$ cat src/rtl/alu8_pkg.sv
package alu8_pkg;
  localparam int DW  = 8;
  localparam int HN  = DW / 2;
  localparam int MSB = DW - 1;

  localparam int FL_C = 0;
  localparam int FL_Z = 1;
  localparam int FL_N = 2;
  localparam int FL_V = 3;
  localparam int FL_S = 4;
  localparam int FL_H = 5;

  typedef enum logic [4:0] {
    OP_ADD = 5'd0,  OP_ADC = 5'd1,  OP_SUB = 5'd2,  OP_SBC = 5'd3,
    OP_CMP = 5'd4,  OP_CPC = 5'd5,  OP_AND = 5'd6,  OP_OR  = 5'd7,
    OP_XOR = 5'd8,  OP_COM = 5'd9,  OP_NEG = 5'd10, OP_INC = 5'd11,
    OP_DEC = 5'd12, OP_LSL = 5'd13, OP_LSR = 5'd14, OP_ROL = 5'd15,
    OP_ROR = 5'd16, OP_ASR = 5'd17, OP_SWP = 5'd18, OP_FST = 5'd19,
    OP_FCL = 5'd20
  } alu_op_e;

  typedef struct packed {
    logic [DW-1:0] res;
    logic          c;
    logic          h;
    logic          v;
  } arith_t;

  function automatic arith_t add_core(logic [DW-1:0] a, logic [DW-1:0] b, logic cin);
    arith_t o;
    logic [DW:0] s;
    logic [HN:0] lo;
    s  = {1'b0, a} + {1'b0, b} + {{DW{1'b0}}, cin};
    lo = {1'b0, a[HN-1:0]} + {1'b0, b[HN-1:0]} + {{HN{1'b0}}, cin};
    o.res = s[DW-1:0];
    o.c   = s[DW];
    o.h   = lo[HN];
    o.v   = (a[MSB] == b[MSB]) && (s[MSB] != a[MSB]);
    return o;
  endfunction

  function automatic arith_t sub_core(logic [DW-1:0] a, logic [DW-1:0] b, logic bin);
    arith_t o;
    logic [DW:0] s;
    logic [HN:0] lo;
    s  = {1'b0, a} - {1'b0, b} - {{DW{1'b0}}, bin};
    lo = {1'b0, a[HN-1:0]} - {1'b0, b[HN-1:0]} - {{HN{1'b0}}, bin};
    o.res = s[DW-1:0];
    o.c   = s[DW];
    o.h   = lo[HN];
    o.v   = (a[MSB] != b[MSB]) && (s[MSB] != a[MSB]);
    return o;
  endfunction
endpackage

$ cat src/rtl/alu8_arith.sv
module alu8_arith
  import alu8_pkg::*;
(
  input  alu_op_e       op,
  input  logic [DW-1:0] a,
  input  logic [DW-1:0] b,
  input  logic          cin,
  output arith_t        out
);
  localparam logic [DW-1:0] ONE  = DW'(1);
  localparam logic [DW-1:0] ZERO = '0;

  always_comb begin
    case (op)
      OP_ADD:         out = add_core(a, b, 1'b0);
      OP_ADC:         out = add_core(a, b, cin);
      OP_SUB, OP_CMP: out = sub_core(a, b, 1'b0);
      OP_SBC, OP_CPC: out = sub_core(a, b, cin);
      OP_NEG:         out = sub_core(ZERO, a, 1'b0);
      OP_INC:         out = add_core(a, ONE, 1'b0);
      OP_DEC:         out = sub_core(a, ONE, 1'b0);
      default:        out = '0;
    endcase
  end
endmodule

$ cat src/rtl/alu8_bitops.sv
module alu8_bitops
  import alu8_pkg::*;
(
  input  alu_op_e       op,
  input  logic [DW-1:0] a,
  input  logic [DW-1:0] b,
  input  logic          cin,
  output logic [DW-1:0] res,
  output logic          shout
);
  logic [DW-1:0] swapped;

  genvar g;
  generate
    for (g = 0; g < HN; g++) begin : g_swap
      assign swapped[g]      = a[g + HN];
      assign swapped[g + HN] = a[g];
    end
  endgenerate

  always_comb begin
    shout = 1'b0;
    case (op)
      OP_AND:  res = a & b;
      OP_OR:   res = a | b;
      OP_XOR:  res = a ^ b;
      OP_COM:  res = ~a;
      OP_LSL:  begin res = {a[MSB-1:0], 1'b0};   shout = a[MSB]; end
      OP_ROL:  begin res = {a[MSB-1:0], cin};    shout = a[MSB]; end
      OP_LSR:  begin res = {1'b0, a[MSB:1]};     shout = a[0];   end
      OP_ROR:  begin res = {cin, a[MSB:1]};      shout = a[0];   end
      OP_ASR:  begin res = {a[MSB], a[MSB:1]};   shout = a[0];   end
      OP_SWP:  res = swapped;
      default: res = '0;
    endcase
  end
endmodule

$ cat src/rtl/alu8_status_reg.sv
module alu8_status_reg
  import alu8_pkg::*;
(
  input  logic          clk,
  input  logic          rst_n,
  input  logic          load,
  input  logic [DW-1:0] d,
  output logic [DW-1:0] q
);
  always_ff @(posedge clk or negedge rst_n) begin
    if (!rst_n)    q <= '0;
    else if (load) q <= d;
  end
endmodule

$ cat src/rtl/flagged_alu8.sv
module flagged_alu8
  import alu8_pkg::*;
(
  input  logic       clk,
  input  logic       rst_n,
  input  logic       op_valid,
  input  logic [4:0] opcode,
  input  logic [7:0] opnd_a,
  input  logic [7:0] opnd_b,
  input  logic       use_imm,
  input  logic [7:0] imm,
  input  logic [2:0] flag_idx,
  output logic [7:0] result,
  output logic       wr_en,
  output logic [7:0] next_flags,
  output logic [7:0] status
);
  alu_op_e       op;
  logic [DW-1:0] b_sel;
  arith_t        ar;
  logic [DW-1:0] bo_res;
  logic          bo_shout;
  logic [DW-1:0] nf;
  logic [DW-1:0] res_c;
  logic          upd_nz, is_shift, sticky_z, writes_back;
  logic          zero_res;

  assign op    = alu_op_e'(opcode);
  assign b_sel = use_imm ? imm : opnd_b;

  alu8_arith u_arith (
    .op(op), .a(opnd_a), .b(b_sel), .cin(status[FL_C]), .out(ar)
  );

  alu8_bitops u_bitops (
    .op(op), .a(opnd_a), .b(b_sel), .cin(status[FL_C]),
    .res(bo_res), .shout(bo_shout)
  );

  always_comb begin
    nf          = status;
    res_c       = '0;
    upd_nz      = 1'b0;
    is_shift    = 1'b0;
    sticky_z    = 1'b0;
    writes_back = 1'b0;
    case (op)
      OP_ADD, OP_ADC, OP_SUB, OP_SBC, OP_CMP, OP_CPC, OP_NEG: begin
        res_c       = ar.res;
        nf[FL_H]    = ar.h;
        nf[FL_V]    = ar.v;
        nf[FL_C]    = ar.c;
        upd_nz      = 1'b1;
        sticky_z    = (op == OP_SBC) || (op == OP_CPC);
        writes_back = (op != OP_CMP) && (op != OP_CPC);
      end
      OP_INC, OP_DEC: begin
        res_c = ar.res; nf[FL_V] = ar.v; upd_nz = 1'b1; writes_back = 1'b1;
      end
      OP_AND, OP_OR, OP_XOR: begin
        res_c = bo_res; nf[FL_V] = 1'b0; upd_nz = 1'b1; writes_back = 1'b1;
      end
      OP_COM: begin
        res_c = bo_res; nf[FL_V] = 1'b0; nf[FL_C] = 1'b1;
        upd_nz = 1'b1; writes_back = 1'b1;
      end
      OP_LSL, OP_LSR, OP_ROL, OP_ROR, OP_ASR: begin
        res_c = bo_res; nf[FL_C] = bo_shout; is_shift = 1'b1;
        upd_nz = 1'b1; writes_back = 1'b1;
      end
      OP_SWP: begin
        res_c = bo_res; writes_back = 1'b1;
      end
      OP_FST: nf[flag_idx] = 1'b1;
      OP_FCL: nf[flag_idx] = 1'b0;
      default: ;
    endcase
    zero_res = (res_c == '0);
    if (upd_nz) begin
      nf[FL_N] = res_c[MSB];
      nf[FL_Z] = sticky_z ? (zero_res && status[FL_Z]) : zero_res;
      if (is_shift) nf[FL_V] = nf[FL_N] ^ nf[FL_C];
      nf[FL_S] = nf[FL_N] ^ nf[FL_V];
    end
  end

  assign result     = res_c;
  assign wr_en      = op_valid && writes_back;
  assign next_flags = nf;

  alu8_status_reg u_sreg (
    .clk(clk), .rst_n(rst_n), .load(op_valid), .d(nf), .q(status)
  );
endmodule

$ cat config.mk
export PLATFORM = sky130hd
export DESIGN_NAME = flagged_alu8
export DESIGN_NICKNAME = d
export VERILOG_FILES = /design/src/rtl/alu8_pkg.sv /design/src/rtl/alu8_arith.sv /design/src/rtl/alu8_bitops.sv /design/src/rtl/alu8_status_reg.sv /design/src/rtl/flagged_alu8.sv
export SDC_FILE = /design/constraint.sdc
export NUM_CORES = 1
export LEC_CHECK = 0
export BUFFER_PORTS_ARGS = -buffer_cell sky130_fd_sc_hd__buf_2
export CORE_UTILIZATION = 40
export DETAILED_ROUTE_END_ITERATION = 10
export GPL_ROUTABILITY_DRIVEN = 0
export PLACE_DENSITY_LB_ADDON = 0.25
export RECOVER_POWER = 50
export SLEW_MARGIN = 20
export SYNTH_ARGS = -nofsm -noshare
export SYNTH_HDL_FRONTEND = slang
export SYNTH_SLANG_ARGS = --single-unit
$ cat constraint.sdc
create_clock -name clk -period 7.74 [get_ports clk]
set_input_delay 1.161 -clock clk [delete_from_list [all_inputs] [get_ports clk]]
set_output_delay 1.161 -clock clk [all_outputs]
set_load 0.1 [all_outputs]
# [Yosys cells after proc, flatten, opt, wreduce, memory -nomap -nowiden]
# Cells that the tools add are included.
[totals] ff_bits=8 in_bits=36 output_inout_bits=25 word_cells=103
[classes] addsub=14 n_lt_le_gt_ge=2 eq_ne=30 mux=21 bitwise=10 reduce_logical=25
[ops] operator="8-bit one-hot mux with 10 select lines" n=1
[ops] operator="11-bit one-hot mux with 7 select lines" n=1
[ops] operator="5-bit by 4-bit == test with 1-bit output, second input constant" n=8
[ops] operator="5-bit == test, second input constant" n=5
[ops] operator="5-bit by 3-bit == test with 1-bit output, second input constant" n=4
[ops] operator="18-bit OR reduction" n=1
[ops] operator="8-bit bitwise AND" n=2
[ops] operator="8-bit NOT" n=2
[ops] operator="8-bit bitwise OR" n=2
[ops] operator="8-bit one-hot mux with 2 select lines" n=1
[ops] operator="12-bit OR reduction" n=1
[ops] operator="1-bit logical AND" n=11
[ops] operator="5-bit by 2-bit == test with 1-bit output, second input constant" n=2
[ops] operator="5-bit by 3-bit inequality test with 1-bit output, second input constant" n=2
[ops] operator="10-bit OR reduction" n=1
[ops] operator="8-bit by 1-bit adder with 9-bit output, second input constant" n=1
[ops] operator="8-bit by 8-bit adder with 9-bit output" n=1
[ops] operator="9-bit by 1-bit adder with 9-bit output" n=1
[ops] operator="9-bit OR reduction" n=1
[ops] operator="1-bit by 8-bit subtractor with 9-bit output, first input constant" n=1
[ops] operator="8-bit by 1-bit subtractor with 9-bit output, second input constant" n=1
[ops] operator="8-bit by 8-bit subtractor with 9-bit output" n=1
[ops] operator="9-bit by 1-bit subtractor with 9-bit output" n=1
[ops] operator="8-bit logical NOT" n=1
[ops] operator="other kinds (31)" n=49

# [Logic depth before layout (Yosys ltp)]
# Gate-level depths: netlist (run 1).
[depth] depth_word=12 mapped_depth=14 mapped_depth_nobuf=13

# [Cells and area by module]
# A second synthesis (run 1) with hierarchy kept.
[hier_totals] hier_cells=539 hier_area_um2=4005.1
[by_module_without_submodules] module="alu8_arith" n_inst=1 cells_each=294 area_each_um2=2047.0 seq_area_each_um2=0.0
[by_module_without_submodules] module="alu8_bitops" n_inst=1 cells_each=114 area_each_um2=828.3 seq_area_each_um2=0.0
[by_module_without_submodules] module="flagged_alu8" n_inst=1 cells_each=114 area_each_um2=798.3 seq_area_each_um2=0.0
[by_module_without_submodules] module="alu8_status_reg" n_inst=1 cells_each=17 area_each_um2=331.6 seq_area_each_um2=200.2

# [Worst setup path after synthesis (run 1)]
# OpenSTA, ideal clock, no wires.
[synth_timing] path_kind="input -> output" start="input port use_imm" end="output port next_flags[3]" arrival_ps=6479 required_ps=6579 setup_slack_ps=100 cell_stages=14 n_path_buf=1 path_cell_list="clkbuf_1 -> mux2i_1 -> inv_1 -> ha_1 -> fa_1 -> xnor2_1 -> and2_1 -> o21ai_1 -> nor4b_2 -> a31o_1 -> nand3_1 -> a32oi_2 -> xor2_1 -> mux2i_1"
[synth_between] elab_cells_between_ends=27 classes_between="4 x add/sub; 6 x eq/ne; 9 x mux; 4 x bitwise; 4 x reduce/logical"
[synth_rtl] item="start: declaration" line_no="flagged_alu8.sv:10" source="input logic use_imm,"
[synth_rtl] item="8-bit 2-to-1 mux (*)" line_no="flagged_alu8.sv:29" source="assign b_sel = use_imm ? imm : opnd_b;"
[synth_rtl] item="8-bit by 8-bit subtractor with 9-bit output or 8-bit by 8-bit adder with 9-bit output (tied branches)" line_no="alu8_pkg.sv:46, alu8_pkg.sv:33"
[synth_rtl] item="9-bit by 1-bit subtractor with 9-bit output or 9-bit by 1-bit adder with 9-bit output (tied branches)" line_no="alu8_pkg.sv:46, alu8_pkg.sv:33"
[synth_rtl] item="11-bit one-hot mux with 7 select lines (*)" line_no="alu8_arith.sv:14" source="case (op)"
[synth_rtl] item="1-bit one-hot mux with 5 select lines (*)" line_no="flagged_alu8.sv:47" source="case (op)"
[synth_rtl] item="net next_flags[0]" line_no="flagged_alu8.sv:15" source="output logic [7:0] next_flags,"
[synth_rtl] item="1-bit bitwise XOR (*)" line_no="flagged_alu8.sv:82" source="if (is_shift) nf[FL_V] = nf[FL_N] ^ nf[FL_C];"
[synth_rtl] item="1-bit 2-to-1 mux (*)" line_no="flagged_alu8.sv:82"
[synth_rtl] item="1-bit 2-to-1 mux (*)" line_no="flagged_alu8.sv:79" source="if (upd_nz) begin"
[synth_rtl] item="4-bit 2-to-1 mux (*)" line_no="flagged_alu8.sv:79"
[synth_rtl] item="end: declaration" line_no="flagged_alu8.sv:15"
# The timed path passes the listed nets; every way through them passes the cells marked *. The select of a mux whose other input is x is not followed.

# [Final worst setup path (run 1)]
[layout_timing] start="input port use_imm" end="output port next_flags[4]"
[layout_between] elab_chain_cells=11 elab_cells_between_ends=28 classes_between="4 x add/sub; 6 x eq/ne; 9 x mux; 5 x bitwise; 4 x reduce/logical"
[layout_rtl] item="8-bit 2-to-1 mux (*)" line_no="flagged_alu8.sv:29"
[layout_rtl] item="8-bit by 8-bit subtractor with 9-bit output or 8-bit by 8-bit adder with 9-bit output (tied branches)" line_no="alu8_pkg.sv:46, alu8_pkg.sv:33"
[layout_rtl] item="9-bit by 1-bit subtractor with 9-bit output or 9-bit by 1-bit adder with 9-bit output (tied branches)" line_no="alu8_pkg.sv:46, alu8_pkg.sv:33"
[layout_rtl] item="1-bit inequality test (on tied branches)" line_no="alu8_pkg.sv:51, alu8_pkg.sv:38"
[layout_rtl] item="1-bit logical AND (on tied branches)" line_no="alu8_pkg.sv:51, alu8_pkg.sv:38"
[layout_rtl] item="11-bit one-hot mux with 7 select lines" line_no="alu8_arith.sv:14"
[layout_rtl] item="1-bit one-hot mux with 4 select lines" line_no="flagged_alu8.sv:47"
[layout_rtl] item="1-bit 2-to-1 mux" line_no="flagged_alu8.sv:82"
[layout_rtl] item="1-bit 2-to-1 mux" line_no="flagged_alu8.sv:79"
[layout_rtl] item="1-bit bitwise XOR (*)" line_no="flagged_alu8.sv:83" source="nf[FL_S] = nf[FL_N] ^ nf[FL_V];"
[layout_rtl] item="4-bit 2-to-1 mux (*)" line_no="flagged_alu8.sv:79"
# Mark *: on every way between the ends. The rest lies on a longest branch, timed or not. The select of a mux whose other input is x is not followed.

==> summary.md, run 1 <==
| Metric | Value |
|---|---|
| Floorplan row count | `35` |
| Post-CTS Setup Inserts | `0` |
| CP Class | `input pin to output pin` |
| Final WL | `13.4 mm` |
| Final ANT Viol Nets | `0` |
| RR Endpoint | `u_sreg.q[1]` |
| IO Pins | `61` |
| Req. time, crit path | `6.58 ns` |
| RSZ-0062 raised after global routing | `no` |
| Hold_sp | `u_sreg.q[7]` |
| Largest family of logic cells by synthesized area | `simple AND/OR/NAND/NOR gates` |
| Nets | `635` |
| Total GRT Usage | `0.273` |
| Cells after Synth | `532` |
| TritonRoute pass-1 iters | `5` |
| Antenna diodes | `0` |
| Reg with most FFs | `u_sreg.q` |
| Seq/Total Area, Yosys | `0.0525` |
| PwrDens | `156 nW/um^2` |
| Detailed Place HPWL | `10.5 mm` |
| Number of max-cap violations | `0` |
| R2r setup slk | `4.87 ns` |
| Slew headroom | `0.183` |
| EDFF count, synth | `0` |
| Placement Cell Area | `4080 sq um` |
| CTS tree | `yes` |
| Synth top area share | `0.125` |
| Largest regs | `u_sreg.q: 8 flops` |
| Crit-path leading delay family | `simple AND/OR/NAND/NOR gates` |
| Leakage | `0.00175 uW` |
| Mux cell area share after synthesis | `0.0519` |
| Library cells used by synthesis | `89` |
| CTS buffer count | `3` |
| Number of synthesis warnings | `0` |
| Max Fanout on Critical Path | `8` |
| Total grt overflow | `0` |
| Post-Synth Adder-Cell Area | `0.135` |
| Initial core utilization | `0.413` |
| Setup TNS Final | `0 ns` |
| Status | `finished clean` |
| Mapped Area | `3810 sq um` |
| Final hold vios | `0` |
| Layout cells sized above 1 | `0.154` |
| Hold endpoint | `u_sreg.q[7]` |
| Synth area leaders | `ha_1, dfrtp_1, nor2_1` |
| CTS Hold Bufs | `0` |
| Clock-pin slew on the worst setup and hold paths | `0.04 ns` |
| DRC viols | `0` |
| Setup violators final | `0` |
| Tmin final | `6.27 ns` |
| Via density | `6.46` |
| Hold slack | `0.521 ns` |
| Die ar. | `9930 sq um` |
| Clk root buf | `clkbuf_8` |
| Pin count of the biggest net entering global routing | `30` |
| Reg-to-Reg Start | `u_sreg.q[0]` |
| Arr. time, crit path | `5.11 ns` |
| CP Cell Sequence | `buf_2 -> mux2i_1 -> inv_1 -> ha_1 -> fa_1 -> xnor2_1 -> and3_1 -> o21ai_1 -> nor4_2 -> a21oi_1 -> or4b_1 -> a32o_1 -> mux2i_1 -> a21oi_1 -> buf_2` |
| Post-Route Skew | `0.00236 ns` |
| Seq cells post-synth | `8` |
| Crit path max-delay cell type | `fa_1` |
| Clock latency on the worst-skew pair | `0.23 ns` |
| Fill cell count | `986` |
| Crit path buffers/inverters | `3` |
| Initial antenna violation count | `0` |
| Compound-Gate Fraction of Synth Area | `0.308` |
| Die H | `99.6 um` |
| Final Cycle Share | `0.811` |
| Fmax | `159 MHz` |
| Starting DRT DRC Count | `579` |
| Longest Clk Path Bufs | `2` |
| Hold Crit Class | `register to register` |
| Slowest Stage Delay on Critical Path | `0.51 ns` |
| Die W | `99.6 um` |
| Post-cts sizing count | `0` |
| Syn Nets | `608` |
| Final slew viol count | `0` |
| Worst hold stages | `1` |
| # port buffers | `60` |
| Synthesis-to-finish area growth | `7.78%` |
| Maximum vdd ir drop | `97.9 uV` |
| First-pass GRT wire length | `21.4 mm` |
| FFs w/ async S/R, synth | `1.00` |
| Max reg flops | `8` |
| Vias in the first global route | `4,035` |
| WL/cell | `19.6 um` |
| Worst Max-Slew Pin Slew | `1.22 ns` |
| Worst setup SP type | `input pin` |
| CTS H-tree lvls | `1` |
| Core area | `9240 sq um` |
| Clock sink total | `8` |
| Setup crit end kind | `output pin` |
| Via total after detailed routing | `4,431` |
| Area leader, netlist | `ha_1` |
| R2R depth | `10` |
| Post-synthesis xor/xnor area fraction | `0.0542` |
| Final Instance Area | `4110 sq um` |
| Ys flop type | `dfrtp_1` |
| Simple logic cell fraction of the synthesized area | `0.310` |
| Syn_area_per_cell | `7.17 sq um` |
[stage by stage]
stage                     setup WS (ns)  power, uW  utilization  instances
after CTS                          1.49        641        0.446        686
final                              1.47        642        0.445        686
after detailed placement           1.50        588        0.441        683
after global placement             1.63        583        0.441        683
after global routing               1.18        681        0.445        686
after floorplan                  0.0996        490            -        532
[cell families (layout without fill, tap and decap cells)]
family	count (synthesis)	after routing
adder cells (fa/ha/maj)	40	40
XOR/XNOR	22	22
multiplexers	19	19
AND/OR/NAND/NOR	207	207
AO/OA/AOI/OAI	161	161
flip-flops	8	8
buffers and inverters	75	100
[cell usage in the layout, fill, tap and decap left out, types with 13 or more instances in the layout]
master	synthesis	layout
a21oi_1	33	33
buf_2	14	48
ha_1	38	38
inv_1	34	34
mux2i_1	13	13
nand2_1	35	35
nand3_1	19	19
nor2_1	50	50
nor3_1	15	15
o21ai_0	26	26
xnor2_1	14	14
[worst max path at each step]
stage	start	endpoint	slack (ns)	cells after the start
2_1_floorplan	use_imm	next_flags[3]	0.1	14
3_3_place_gp	use_imm	next_flags[4]	1.63	15
3_5_place_dp	use_imm	next_flags[4]	1.50	15
4_1_cts	use_imm	next_flags[4]	1.49	15
5_1_grt	use_imm	next_flags[1]	1.18	14
6_report	use_imm	next_flags[4]	1.47	15
[layer usage]
metal | wire length (um) | vias up | share of wire | GRT usage
met2 | 5770 | 263 | 0.43 | 0.434
li1 | - | 2052 | - | -
met1 | 5750 | 2062 | 0.43 | 0.354
met3 | 1060 | 54 | 0.079 | 0.0365
met4 | 842 | 0 | 0.063 | 0.155
met5 | 0 | - | 0 | 0
[power by group]
part / switching (uW) / total (uW) / internal (uW)
logic: 399 / 530 / 131
clock network: 16.2 / 49.9 / 33.7
registers: 9.86 / 61.8 / 51.9
[Yosys cell counts (8+ instances only)]
library cell	number
mux2i_1	13
nand2_1	35
a21oi_1	33
inv_1	34
clkbuf_1	17
o21ai_0	26
buf_2	14
xnor2_1	14
nor3_1	15
nor2_1	50
a211oi_1	8
nand3_1	19
dfrtp_1	8
and2_1	8
ha_1	38
nand4_1	11
[final cells by class]
cell class	count	area [sq um]	area share
Clock buffer	3	41.3	0.0100
Inverter	37	139	0.0338
Multi-Input combinational cell	449	3280	0.799
Sequential cell	8	200	0.0487
Tap cell	129	161	0.0393
Timing Repair Buffer	60	285	0.0694
No activity file was read; power rests on OpenSTA's default activity.
==> inputs of run 2 (changes only) <==
Clock period 7.74 ns to 5.2 ns, I/O delays scaled along.
==> run 2 against run 1 <==
Cell count up 4.1%. Worst setup slack worse by 1.3 ns. Sequential share of layout area down 0.48 points. Die area unchanged. Non-clock buffer count up 28. Global-route usage up 0.38 points. Sequential power up 49%. Via count up 3.2%. Worst hold slack worse by 0.039 ns. Core utilization up 4.8 points. Flip-flop and latch count unchanged. Clock skew up 0.0077 ns. Highest routed layer unchanged.
==> summary.md, run 2 (same netlist as run 1, synthesis figures left out) <==
| Metric | Value |
|---|---|
| Status | `finished clean` |
| Max reg flops | `8 (unchanged)` |
| First-pass GRT wire length | `21.7 mm (+1.3%)` |
| R2r setup slk | `2.34 ns (-2.53 ns)` |
| CTS tree | `yes` |
| Core area | `9240 sq um (unchanged)` |
| Most frequent cells in the layout | `nor2_1, buf_2, nand2_1, ha_1, inv_1` |
| Comb power frac | `0.839 (+0.013)` |
| Setup crit end kind | `output pin` |
| Clock share of power | `0.074 (-0.004)` |
| Floorplan row count | `35 (unchanged)` |
| IO Pins | `61 (unchanged)` |
| Non-Filler Instances | `714 (+4.1%)` |
| Commonest non-fill, non-tap cell in the layout | `nor2_1` |
| Utilization after layout | `0.493 (+0.0481)` |
| Setup violators final | `0 (unchanged)` |
| Clock-pin slew on the worst setup and hold paths | `0.05 ns (about the same)` |
| Vias in the first global route | `4,030 (-0.12%)` |
| CTS Hold Bufs | `0 (unchanged)` |
| Crit path max-delay cell type | `fa_1` |
| CTS buffer count | `3 (unchanged)` |
| Final hold vios | `0 (unchanged)` |
| Worst Max-Slew Pin Slew | `1.17 ns (-0.0561 ns)` |
| NetSw | `667 uW (+57%)` |
| Starting DRT DRC Count | `630 (+8.8%)` |
| Via total after detailed routing | `4,575 (+3.2%)` |
| Placement Cell Area | `4420 sq um (+8.3%)` |
| PwrDens | `232 nW/um^2 (+48%)` |
| Post-Route Skew | `0.0101 ns (+0.00771 ns)` |
| Clock sink total | `8 (unchanged)` |
| Longest Clk Path Bufs | `2 (unchanged)` |
| Initial core utilization | `0.413 (unchanged)` |
| TritonRoute pass-1 iters | `6 (+1)` |
| Worst setup SP type | `input pin` |
| Initial antenna violation count | `0 (unchanged)` |
| # port buffers | `60 (unchanged)` |
| Clock latency on the worst-skew pair | `0.24 ns (about the same)` |
| Antenna diodes | `0 (unchanged)` |
| Leakage | `0.00193 uW (+10%)` |
| Fmax | `198 MHz` |
| Final WL | `13.9 mm (+3.7%)` |
| Maximum vdd ir drop | `121 uV (+23%)` |
| CP Class | `input pin to output pin` |
| Final Instance Area | `4550 sq um (+11%)` |
| CTS H-tree lvls | `1 (unchanged)` |
| Flop pwr share | `0.088 (-0.008)` |
| Power Internal | `387 uW (+78%)` |
| Slowest Stage Delay on Critical Path | `0.50 ns (about the same)` |
| Hold Crit Class | `input pin to async pin` |
| Max Fanout on Critical Path | `5 (-3)` |
| Die H | `99.6 um (unchanged)` |
| Total grt overflow | `0 (unchanged)` |
| Reg with most FFs | `u_sreg.q` |
| Slew headroom | `0.224 (+0.0407)` |
| DRC viols | `0 (unchanged)` |
| Final ANT Viol Nets | `0 (unchanged)` |
| Req. time, crit path | `4.42 ns (-2.16 ns)` |
| Nets | `663 (+4.4%)` |
| CP Cell Sequence | `buf_2 -> mux2i_2 -> inv_1 -> ha_2 -> fa_1 -> xnor2_2 -> nand4_1 -> nor3_2 -> or3b_1 -> and3b_1 -> o211ai_1 -> a32o_2 -> mux2i_4 -> a21oi_4 -> buf_12` |
| Final Cycle Share | `0.973` |
| Final slew viol count | `0 (unchanged)` |
| Tmin final | `5.06 ns` |
| Via density | `6.41 (-0.80%)` |
| Clk root buf | `clkbuf_8` |
| Fill cell count | `946 (-4.1%)` |
| Pin count of the biggest net entering global routing | `29 (-3.3%)` |
| Die ar. | `9930 sq um (unchanged)` |
| Largest regs | `u_sreg.q: 8 flops` |
| Placed cells | `710 (+4.0%)` |
| Number of max-cap violations | `0 (unchanged)` |
| Layout cells sized above 1 | `0.236 (+0.0815)` |
| Arr. time, crit path | `4.28 ns (-0.83 ns)` |
| Switching share of power | `0.633 (-0.0291)` |
| Die W | `99.6 um (unchanged)` |
| Total GRT Usage | `0.276 (+0.00380)` |
| Detailed Place HPWL | `10.9 mm (+4.3%)` |
| WL/cell | `19.5 um (-0.34%)` |
| Synthesis-to-finish area growth | `19.4%` |
## run 2: worst paths after layout
kind,start,end,depth (start not counted)
min,rst_n,u_sreg.q[4],1
max,use_imm,next_flags[4],15
max in group asynchronous,rst_n,u_sreg.q[1],1
min reg2reg,u_sreg.q[6],u_sreg.q[6],1
min in group clk,u_sreg.q[6],u_sreg.q[6],1
max reg2reg,u_sreg.q[0],u_sreg.q[1],10
## run 2: layout make-up
class                   instances  area, sq um  area share
well taps                     129          161      0.0354
repair buffers                 88          572       0.126
clock buffers                   3         41.3     0.00907
flip-flops and latches          8          200      0.0440
multi-input cells             449         3440       0.755
inverters                      37          139      0.0305
## run 2: worst max-delay path: cells and delay by family
kind,cells,cell delay [ns]
multiplexers,2,0.46
AND/OR/NAND/NOR,4,1.02
XOR/XNOR,1,0.22
adder cells (fa/ha/maj),2,0.71
buffers and inverters,3,0.45
AO/OA/AOI/OAI,3,0.62
## run 2: routing by layer
layer  GRT usage  vias to the layer above  share of wire  wire [um]
li1            -                     2109              -          -
met1       0.367                     2091           0.41       5760
met2       0.456                      314           0.45       6210
met3      0.0246                       61          0.086       1200
met4       0.121                        0          0.054        751
met5           0                        -              0          0
## run 2: power by group through the flow
stage | combinational, uW | clock, uW | sequential [uW]
final | 885 | 77.6 | 92.3
after CTS | 856 | 78.4 | 91.5
after global routing | 930 | 81.5 | 94.9
after floorplan | 560 | 0 | 187
after global placement | 845 | 0 | 91.5
after detailed placement | 852 | 0 | 92.6
## run 2: per-stage QoR
| stage | setup TNS (ns) | setup slack [ns] | total power (uW) | hold WS [ns] |
|---|---|---|---|---|
| global route | -0.0221 | -0.0221 | 1110 | 0.522 |
| finish | 0 | 0.141 | 1050 | 0.483 |
| floorplan | -0.615 | -0.391 | 746 | 0.484 |
| detailed placement | -0.00272 | -0.00272 | 945 | 0.517 |
| global placement | 0 | 0.0435 | 936 | 0.502 |
| CTS | 0 | 0.0193 | 1030 | 0.393 |
## run 2: repair_timing
item / CTS / global route
gates resized for setup: 1 / 20
endpoints found under the setup margin: 1 / 2
setup buffers: 0 / 1
pin swaps: 0 / 1
==> inputs of run 3 (changes only) <==
Settings changed: REMOVE_ABC_BUFFERS set to 1.
==> run 3 against run 2 <==
Die area unchanged. Worst setup slack got worse by 0.0095 ns. Worst hold slack got worse by 0.0049 ns. Final area fell by 1.5%. Critical path depth down 1.
==> summary.md, run 3 (same netlist as run 1, synthesis figures left out) <==
| Metric | Value |
|---|---|
| CTS H-tree lvls | `1 (unchanged)` |
| PwrDens | `233 nW/um^2 (+0.53%)` |
| Hold Crit Class | `input pin to async pin` |
| Setup violators final | `0 (unchanged)` |
| Flop pwr share | `0.088 (about the same)` |
| Final Cycle Share | `0.975 (+0.00182)` |
| Starting DRT DRC Count | `550 (-13%)` |
| Placement Cell Area | `4350 sq um (-1.6%)` |
| Detailed Place HPWL | `11.0 mm (+0.86%)` |
| TritonRoute pass-1 iters | `6 (unchanged)` |
| Via density | `6.34 (-1.1%)` |
| Commonest non-fill, non-tap cell in the layout | `nor2_1` |
| Final slew viol count | `0 (unchanged)` |
| Initial antenna violation count | `0 (unchanged)` |
| Pin count of the biggest net entering global routing | `30 (+3.4%)` |
| Setup crit end kind | `output pin` |
| Largest regs | `u_sreg.q: 8 flops` |
| Switching share of power | `0.634 (+0.00130)` |
| Antenna diodes | `0 (unchanged)` |
| Max reg flops | `8 (unchanged)` |
| Power Internal | `382 uW (-1.3%)` |
| First-pass GRT wire length | `22.5 mm (+3.5%)` |
| Status | `finished clean` |
| Hold slack | `0.478 ns (-0.00487 ns)` |
| Most frequent cells in the layout | `nor2_1, buf_2, nand2_1, ha_1, inv_1` |
| Layout cells sized above 1 | `0.216 (-0.0201)` |
| Initial core utilization | `0.413 (unchanged)` |
| Core area | `9240 sq um (unchanged)` |
| Max Fanout on Critical Path | `10 (+5)` |
| Clock latency on the worst-skew pair | `0.23 ns (about the same)` |
| Die ar. | `9930 sq um (unchanged)` |
| CP Class | `input pin to output pin` |
| Worst Max-Slew Pin Slew | `1.18 ns (+0.0108 ns)` |
| Floorplan row count | `35 (unchanged)` |
| Final Instance Area | `4480 sq um (-1.5%)` |
| Arr. time, crit path | `4.29 ns (about the same)` |
| # port buffers | `60 (unchanged)` |
| Synthesis-to-finish area growth | `17.6%` |
| Reg with most FFs | `u_sreg.q` |
| IO Pins | `61 (unchanged)` |
| Fill cell count | `952 (+0.63%)` |
| Req. time, crit path | `4.42 ns (about the same)` |
| NetSw | `662 uW (-0.78%)` |
| Total grt overflow | `0 (unchanged)` |
| CTS tree | `yes` |
| Tmin final | `5.07 ns (+0.00949 ns)` |
| Vias in the first global route | `4,309 (+6.9%)` |
| Post-Route Skew | `0.00125 ns (-0.00882 ns)` |
| Placed cells | `709 (-0.14%)` |
| Total GRT Usage | `0.285 (+0.00864)` |
| Worst setup SP type | `input pin` |
| WL/cell | `19.7 um (+1.1%)` |
| Final WL | `14.1 mm (+0.93%)` |
| Slew headroom | `0.217 (-0.00715)` |
| Fmax | `197 MHz (-0.19%)` |
| Number of max-cap violations | `0 (unchanged)` |
| Longest Clk Path Bufs | `2 (unchanged)` |
| Maximum vdd ir drop | `193 uV (+60%)` |
| CTS Hold Bufs | `0 (unchanged)` |
| Comb power frac | `0.838 (about the same)` |
| Final hold vios | `0 (unchanged)` |
| Non-Filler Instances | `713 (-0.14%)` |
| Utilization after layout | `0.485 (-0.00745)` |
| Die H | `99.6 um (unchanged)` |
| Leakage | `0.00191 uW (-0.94%)` |
| Clock-pin slew on the worst setup and hold paths | `0.04 ns (about the same)` |
| Clock share of power | `0.074 (about the same)` |
| DRC viols | `0 (unchanged)` |
| Die W | `99.6 um (unchanged)` |
| Final ANT Viol Nets | `0 (unchanged)` |
| Clk root buf | `clkbuf_8` |
| CTS buffer count | `3 (unchanged)` |
| Nets | `662 (-0.15%)` |
| Via total after detailed routing | `4,518 (-1.2%)` |
| Clock sink total | `8 (unchanged)` |
-- run 3: power groups by stage --
stage	sequential (uW)	combinational (uW)	clock (uW)
after floorplan	197	503	0
after global placement	91.3	834	0
after detailed placement	91.9	844	0
after CTS	90.8	849	79.4
after global routing	93.8	922	84.2
final	92.0	875	77.4
-- run 3: repair_timing --
action	in CTS	in global routing
setup endpoints to repair	1	4
resized for setup	1	17
pin swaps	0	4
buffers inserted	0	1
-- run 3: layer usage --
| metal | track usage | share of wire |
|---|---|---|
| met1 | 0.372 | 0.42 |
| met2 | 0.476 | 0.46 |
| met3 | 0.0253 | 0.074 |
| met4 | 0.131 | 0.044 |
| met5 | 0 | 0 |
-- run 3: through the flow --
stage / setup slack (ns) / total power [uW] / TNS, ns
final: 0.132 / 1040 / 0
after global routing: -0.00340 / 1100 / -0.00542
after CTS: 0.00967 / 1020 / 0
after detailed placement: -0.0696 / 936 / -0.0696
after global placement: 0.0772 / 926 / 0
after floorplan: -1.25 / 700 / -3.12
-- run 3: worst paths after layout --
| path | slack, ns | cells past startpoint | start | to |
|---|---|---|---|---|
| max in group asynchronous | 4.40 | 1 | rst_n | u_sreg.q[6] |
| min reg2reg | 0.53 | 1 | u_sreg.q[2] | u_sreg.q[2] |
| min | 0.48 | 1 | rst_n | u_sreg.q[1] |
| max reg2reg | 2.32 | 10 | u_sreg.q[0] | u_sreg.q[1] |
| min in group clk | 0.53 | 1 | u_sreg.q[2] | u_sreg.q[2] |
| max | 0.13 | 14 | use_imm | next_flags[4] |
-- run 3: worst max-delay path, stage by stage --
cell and delay [ns]:
buf_2 0.13, buf_4 0.17, mux2i_2 0.17, ha_2 0.45, and3b_1 0.24, o31ai_1 0.34, nand4_1 0.27, and2_1 0.26
nand3_1 0.08, or4b_1 0.49, a32o_1 0.28, mux2i_1 0.16, a21oi_1 0.25, buf_12 0.21
-- run 3: final cells by class --
| cell class | instances | area [sq um] | share of cell area |
|---|---|---|---|
| well taps | 129 | 161 | 0.0360 |
| flip-flops and latches | 8 | 200 | 0.0446 |
| inverters | 37 | 139 | 0.0310 |
| multi-input cells | 449 | 3380 | 0.753 |
| clock buffers | 3 | 41.3 | 0.00921 |
| repair buffers | 87 | 566 | 0.126 |
